==> config.mk <==
export PLATFORM = sky130hd
export DESIGN_NAME = branch_cond_eval
export DESIGN_NICKNAME = d
export VERILOG_FILES = /design/src/rtl/bce_pkg.sv /design/src/rtl/bce_loop_end.sv /design/src/rtl/bce_pred_select.sv /design/src/rtl/bce_cond_combine.sv /design/src/rtl/branch_cond_eval.sv
export SDC_FILE = /design/constraint.sdc
export NUM_CORES = 1
export LEC_CHECK = 0
export ABC_AREA = 0
export BUFFER_PORTS_ARGS = -buffer_cell sky130_fd_sc_hd__buf_4
export CORE_MARGIN = 4
export CORE_UTILIZATION = 33
export CTS_CLUSTER_SIZE = 28
export DETAILED_ROUTE_END_ITERATION = 12
export HOLD_SLACK_MARGIN = 0.08
export PLACE_DENSITY_LB_ADDON = 0.08
export SLEW_MARGIN = 0
export SYNTH_ARGS = -nofsm -noshare
export SYNTH_HDL_FRONTEND = slang
export SYNTH_SLANG_ARGS = --single-unit
==> constraint.sdc <==
create_clock -name clk -period 4.2 [get_ports clk]
set_input_delay 0 -clock clk [delete_from_list [all_inputs] [get_ports clk]]
set_output_delay 0 -clock clk [all_outputs]
set_load 0.01 [all_outputs]
==> src/rtl/bce_pkg.sv <==
package bce_pkg;
  localparam int TYPE_W = 4;

  typedef enum logic [TYPE_W-1:0] {
    CT_NEVER          = 4'd0,
    CT_ALWAYS         = 4'd1,
    CT_PRED           = 4'd2,
    CT_NPRED          = 4'd3,
    CT_LEND           = 4'd4,
    CT_NLEND          = 4'd5,
    CT_PRED_OR_LE     = 4'd6,
    CT_NPRED_AND_NLE  = 4'd7,
    CT_LOCK_A         = 4'd8,
    CT_LOCK_B         = 4'd9,
    CT_NPRED_OR_LE    = 4'd14,
    CT_PRED_AND_NLE   = 4'd15
  } ctype_e;

  typedef struct packed {
    logic take;
    logic is_cond;
    logic unsup;
  } cond_res_t;

  localparam cond_res_t RES_CLEAR = '{take: 1'b0, is_cond: 1'b0, unsup: 1'b0};
endpackage

==> src/rtl/bce_loop_end.sv <==
module bce_loop_end #(
  parameter int LCNT_W = 32,
  parameter int ECNT_W = 5
) (
  input  logic [LCNT_W-1:0] loop_cnt,
  input  logic [ECNT_W-1:0] epi_cnt,
  input  logic              cnt_valid,
  output logic              loop_end
);
  localparam logic [LCNT_W-1:0] LAST_LIMIT = LCNT_W'(2);

  logic last_iter;

  always_comb begin
    last_iter = (loop_cnt < LAST_LIMIT) && cnt_valid;
    loop_end  = last_iter && (epi_cnt == '0);
  end
endmodule

==> src/rtl/bce_pred_select.sv <==
module bce_pred_select #(
  parameter int PRED_N = 32,
  parameter int PSRC_W = 5
) (
  input  logic [PRED_N-1:0] pred_vec,
  input  logic [PSRC_W-1:0] psrc,
  output logic              pred_bit
);
  localparam int IDX_W = $clog2(PRED_N);

  logic [IDX_W-1:0] idx;

  generate
    if (PSRC_W > IDX_W) begin : g_trim
      assign idx = psrc[IDX_W-1:0];
    end else begin : g_pad
      assign idx = IDX_W'(psrc);
    end
  endgenerate

  assign pred_bit = pred_vec[idx];
endmodule

==> src/rtl/bce_cond_combine.sv <==
module bce_cond_combine
  import bce_pkg::*;
(
  input  logic [TYPE_W-1:0] ctype,
  input  logic              pred_bit,
  input  logic              loop_end,
  output cond_res_t         res
);
  logic base;

  always_comb begin
    base        = 1'b0;
    res         = RES_CLEAR;
    res.is_cond = (ctype >= TYPE_W'(2));
    case (ctype)
      CT_ALWAYS:        res.take = 1'b1;
      CT_PRED:          res.take = pred_bit;
      CT_NPRED:         res.take = ~pred_bit;
      CT_LEND:          res.take = loop_end;
      CT_NLEND:         res.take = ~loop_end;
      CT_PRED_OR_LE: begin
        base     = pred_bit;
        res.take = base | loop_end;
      end
      CT_NPRED_OR_LE: begin
        base     = ~pred_bit;
        res.take = base | loop_end;
      end
      CT_PRED_AND_NLE: begin
        base     = pred_bit;
        res.take = base & ~loop_end;
      end
      CT_NPRED_AND_NLE: begin
        base     = ~pred_bit;
        res.take = base & ~loop_end;
      end
      CT_LOCK_A, CT_LOCK_B: res.unsup = 1'b1;
      default:          res.take = 1'b0;
    endcase
  end
endmodule

==> src/rtl/branch_cond_eval.sv <==
module branch_cond_eval
  import bce_pkg::*;
#(
  parameter int PRED_N = 32,
  parameter int PSRC_W = 5,
  parameter int LCNT_W = 32,
  parameter int ECNT_W = 5
) (
  input  logic              clk,
  input  logic              rst,
  input  logic              blk_start,
  input  logic              bundle_en,
  input  logic [3:0]        ctype,
  input  logic [PSRC_W-1:0] psrc,
  input  logic [PRED_N-1:0] pred_vec,
  input  logic [LCNT_W-1:0] loop_cnt,
  input  logic [ECNT_W-1:0] epi_cnt,
  input  logic              cnt_valid,
  output logic              take_branch,
  output logic              cond_branch,
  output logic              cond_unsup
);
  logic      pred_bit;
  logic      loop_end;
  cond_res_t res_next;
  cond_res_t res_q;

  bce_loop_end #(.LCNT_W(LCNT_W), .ECNT_W(ECNT_W)) u_loop_end (
    .loop_cnt (loop_cnt),
    .epi_cnt  (epi_cnt),
    .cnt_valid(cnt_valid),
    .loop_end (loop_end)
  );

  bce_pred_select #(.PRED_N(PRED_N), .PSRC_W(PSRC_W)) u_pred_sel (
    .pred_vec(pred_vec),
    .psrc    (psrc),
    .pred_bit(pred_bit)
  );

  bce_cond_combine u_combine (
    .ctype   (ctype),
    .pred_bit(pred_bit),
    .loop_end(loop_end),
    .res     (res_next)
  );

  always_ff @(posedge clk) begin
    if (rst || blk_start) begin
      res_q <= RES_CLEAR;
    end else if (bundle_en) begin
      res_q <= res_next;
    end
  end

  assign take_branch = res_q.take;
  assign cond_branch = res_q.is_cond;
  assign cond_unsup  = res_q.unsup;
endmodule

# After elaboration in Yosys (flattened, before gate mapping)
# Cells that the tools add are included.
# word_totals
wordCells,32
out_inout_bits,3
in_bits,83
ff_bits,3
# classes
bitwise,6
n_reduce_logical,5
n_eq_ne,11
magnitude_cmp,3
muxes,4
# op_table
op,count
less-than comparator 32 x 2 -> 1 bit (second input constant),1
== test 4 x 3 -> 1 bit (second input constant),4
== test 4 bit (second input constant),4
case mux 1 bit (9 select lines),1
== test 4 x 2 -> 1 bit (second input constant),2
less-than comparator 5 x 6 -> 1 bit (second input constant),1
binary-select mux 1 bit (select 5 bit),1
zero test 5 bit,1
== test 4 x 1 -> 1 bit (second input constant),1
>= comparator 4 x 2 -> 1 bit (second input constant),1
bitwise AND 1 bit,2
logical AND 1 bit,2
two-way mux 1 bit,2
NOT 1 bit,2
bitwise OR 1 bit,2
OR reduction 2 bit,1
logical OR 1 bit,1

# Logic depth before layout (Yosys ltp)
# depth
ltp_word,6
mapped_depth,7
ltp_nobuf,6

# Modules after synthesis
# Synthesis repeated with hierarchy kept, for this count alone.
# unflattened
hier_cells,74
hier_area_um2,600.6
# modules_own_cells
mod,seq_area_each_um2,area_each_um2,instances,cells_per_inst
bce_pred_select,0.0,325.3,1,41
branch_cond_eval,60.1,105.1,1,9
bce_loop_end,0.0,93.8,1,14
bce_cond_combine,0.0,76.3,1,10

# Worst setup path after synthesis
# No wires, ideal clock.
# synth_timing
kind,input to register
startpoint,input port psrc[1]
endpoint,register res_q (netlist bit take_branch)
setup_time_ns,0.062
t_required_ns,4.138
n_path_buf,1
t_arrival_ns,1.716
stages,7
slack_ns,2.422
path_cell_list,buf_6 > mux4_1 > nand3_1 > nand3_2 > or4_4 > a211o_1 > nand3_1
# synth_between
elab_chain_len,5
elab_cells_between_ends,8
classes_between,mux (3); bitwise (5)
# synth_rtl
item,line,rtl
"start, declared",branch_cond_eval.sv:14,"input logic [PSRC_W-1:0] psrc,"
binary-select mux 1 bit (select 5 bit) *,bce_pred_select.sv:21,assign pred_bit = pred_vec[idx];
two-way mux 1 bit (not written as such) *,bce_pred_select.sv:21,
NOT 1 bit,"bce_cond_combine.sv:18, bce_cond_combine.sv:26, bce_cond_combine.sv:34",
bitwise AND 1 bit / bitwise OR 1 bit (equally long branches),"bce_cond_combine.sv:35, bce_cond_combine.sv:27",
case mux 1 bit (9 select lines) *,bce_cond_combine.sv:15,case (ctype)
"end signal, assigned",branch_cond_eval.sv:52,res_q <= res_next;
"end, declared",branch_cond_eval.sv:26,cond_res_t res_q;
# Mark *: on every way between the ends. The rest lies on a longest branch, timed or not. The select of a mux whose other input is x is not followed.
# A chain may end at the register's enable or synchronous reset.

# Worst setup path after layout
# Ends and elaborated chain as after synthesis.

==> impl_metrics.json <==
{
  "outcome": "finished clean",
  "grt_pass1_wl_um": 3912,
  "grt_pass1_vias": 1025,
  "finClkSkew_ps": 0,
  "cts.sinks": 3,
  "min_to": "take_branch",
  "place.gp.congestion": 0.7585,
  "syn2layout_area_growth_pct": 108.6,
  "wl_per_cell_um": 14.14,
  "syn_area_per_cell_um2": 9.321,
  "overflow": 0,
  "route.detailed.drc": 0,
  "antenna_found_initial": 0,
  "cp-end-kind": "flop",
  "worstMarginPinSlew_ps": 456.2,
  "crit_arrival_ps": 1860,
  "portBuffers": 84,
  "nNetsFinal": 242,
  "leakage_nw": 0.6455,
  "dieArea_mm2": 0.002719,
  "insertedDiodeCount": 0,
  "drt_pre_antenna_iters": 4,
  "critPathKind": "in -> reg",
  "timing.fmax_mhz": 593.5,
  "numCtsBuffers": 3,
  "routed_via_density": 5.262,
  "wl_um": 2588,
  "fin_ws_ps": 2515,
  "pre_cts_ws_ps": 2262,
  "rsz0062_at_grt": "no",
  "dpl.hpwl_um": 2247,
  "design_area_mm2": 0.001341,
  "postCtsSetupBuffers": 0,
  "fillers": 138,
  "hp-class": "in -> reg",
  "fin_crit_ps": 1685,
  "yosys_warnings": 0,
  "cp.required_ps": 4380,
  "clkLatencyLatePin_ps": 230,
  "final.period_utilization_pct": 40.12,
  "reg2reg_to": "cond_branch",
  "crit_path_cell_trace": "buf_4 -> mux4_1 -> nand3_1 -> nand3_2 -> or4_4 -> a211o_1 -> nand3_1",
  "hold_depth": 4,
  "ir_drop_mv": 0.09632,
  "layout-drive-gt1-share_pct": 60.76,
  "crit_path_max_fanout": 8,
  "die_h_um": 52.15,
  "rrSetupSlack_ps": 2980,
  "finalHoldViolCount": 0,
  "syn_nets": 152,
  "synth.ff_latch_count": 3,
  "clockBufferDepth": 2,
  "vias": 963,
  "start_util_pct": 36.07,
  "power_density_mw_per_mm2": 137.8,
  "finalSetupViolations": 0,
  "critPathLaunchType": "primary input",
  "synth_seq_area_share_pct": 9.339,
  "grt_max_degree": 9,
  "ios": 86,
  "r2r_start": "cond_branch",
  "slew_violations": 0,
  "relSlewSlack_pct": 69.20,
  "r2r_cells": 3,
  "crit_slowest_cell": "mux4_1",
  "hp-start": "ctype[0]",
  "placed_area_mm2": 0.001275,
  "rows": 15,
  "first_iter_violations": 15,
  "finalPower_mw": 0.1849,
  "h-tree-depth": 1,
  "track_usage_pct": 18.67,
  "slowest_delay_ps": 580,
  "drv.max_cap_violation_count": 0,
  "setup_tns_ps": 0,
  "synthCells": 69,
  "crit_top_cell": "nand3_1",
  "cts_root_buf": "clkbuf_4",
  "cts_tree": "yes",
  "mappedNetlistArea_um2": 643.1,
  "die_w_um": 52.15,
  "drt.antenna.violating_nets": 0,
  "core_mm2": 0.001783,
  "clk_pin_slew_worst_paths_ps": 40,
  "yosysUniqueCellTypes": 31
}
==> what timing repair did <==
item	4_1_cts	5_1_grt
hold buffers	4	0
resized for setup	0	0
endpoints found under the hold margin	2	0
endpoints found under the setup margin	0	0
==> area by class of cell <==
class / count / area [um2] / share of cell area [%]
Timing Repair Buffer: 88 / 670.6 / 50.00
Multi-Input combinational cell: 63 / 553.0 / 41.23
Sequential cell: 3 / 60.06 / 4.478
Tap cell: 25 / 31.28 / 2.332
Clock buffer: 4 / 26.28 / 1.959
==> power by group <==
| part | switching [mW] | internal, mW | total (mW) | leakage, nW |
|---|---|---|---|---|
| clock network | 0.0173 | 0.0358 | 0.0531 | 0.0150 |
| logic | 0.0300 | 0.0715 | 0.102 | 0.606 |
| registers | 0.000532 | 0.0297 | 0.0303 | 0.0245 |
==> how the worst max path moves through the flow <==
stage	slack, ps	endpoint	start
6_report	2520	take_branch	psrc[1]
3_3_place_gp	2300	take_branch	psrc[2]
3_5_place_dp	2260	take_branch	psrc[1]
2_1_floorplan	2420	take_branch	psrc[1]
5_1_grt	2450	take_branch	psrc[1]
4_1_cts	2500	take_branch	psrc[1]
==> critical path, delay by kind of cell <==
kind	cells	cell delay [ps]
and+or+nand+nor	4	830
muxes	1	580
AOI/OAI and AO/OA	1	300
buffers and inverters	1	150
==> cells in the final DEF, fill, tap and decap left out, drive strengths merged, types with 2 or more instances in the layout <==
cell type,n
buf,84
mux4,8
nand3,7
nor4,6
nor3,6
nor2,4
nand2,4
dlygate4sd3,4
clkbuf,4
o21ai,3
dfxtp,3
or4,3
and4,2
nand4,2
and2b,2
mux2i,2
a21oi,2
a31o,2
==> Yosys cell counts <==
master	n	area share, %
a211o_1	1	1.4
a21boi_0	1	1.2
a21oi_1	2	1.6
a31o_1	1	1.4
a31o_2	1	1.4
a41o_1	1	1.6
and2b_1	2	2.3
and4_2	2	3.1
buf_4	1	1.2
buf_6	2	3.5
dfxtp_1	3	9.3
mux2i_1	2	3.1
mux4_1	4	16
mux4_2	4	14
nand2_1	4	2.3
nand3_1	6	4.7
nand3_2	1	1.6
nand4_1	2	1.9
nand4b_1	1	1.4
nor2_1	4	2.3
nor3_1	6	4.7
nor3b_1	1	1.2
nor4_1	6	5.8
nor4b_1	1	1.4
o211a_1	1	1.6
o21ai_0	3	2.3
o311ai_0	1	1.4
o31ai_1	1	1.2
or3_1	1	0.97
or4_1	2	2.3
or4_4	1	1.8
==> per-stage QoR <==
step           util (%)  std cells  hold WS (ps)
6_report          75.23        183         117.1
5_1_grt           75.23        183         133.9
4_1_cts           75.23        183         125.2
3_5_place_dp      71.51        175         178.9
3_3_place_gp      71.51        175         179.9
2_1_floorplan         -         69         76.79
==> state kept, by name, indices dropped and copies added (netlist names) <==
register and cells:
cond_branch 1, take_branch 1, cond_unsup 1
==> cell families (layout without fill, tap and decap cells) <==
family	after synthesis	after routing	share of synthesized area, %
simple gates	40	40	37.74
compound gates	13	13	14.79
mux	10	10	33.46
flops	3	3	9.339
buf+inv	3	92	4.669
==> per-layer routing <==
| layer | routed length, um | GRT usage (%) | vias to the layer above | share of wire, % |
|---|---|---|---|---|
| met1 | 796 | 17.64 | 434 | 31 |
| li1 | - | - | 480 | - |
| met3 | 203 | 3.152 | 2 | 7.8 |
| met5 | 0 | 0 | - | 0 |
| met2 | 1578 | 41.42 | 47 | 61 |
| met4 | 10 | 1.277 | 0 | 0.39 |
Note: power is estimated with default switching activity, not from simulation.
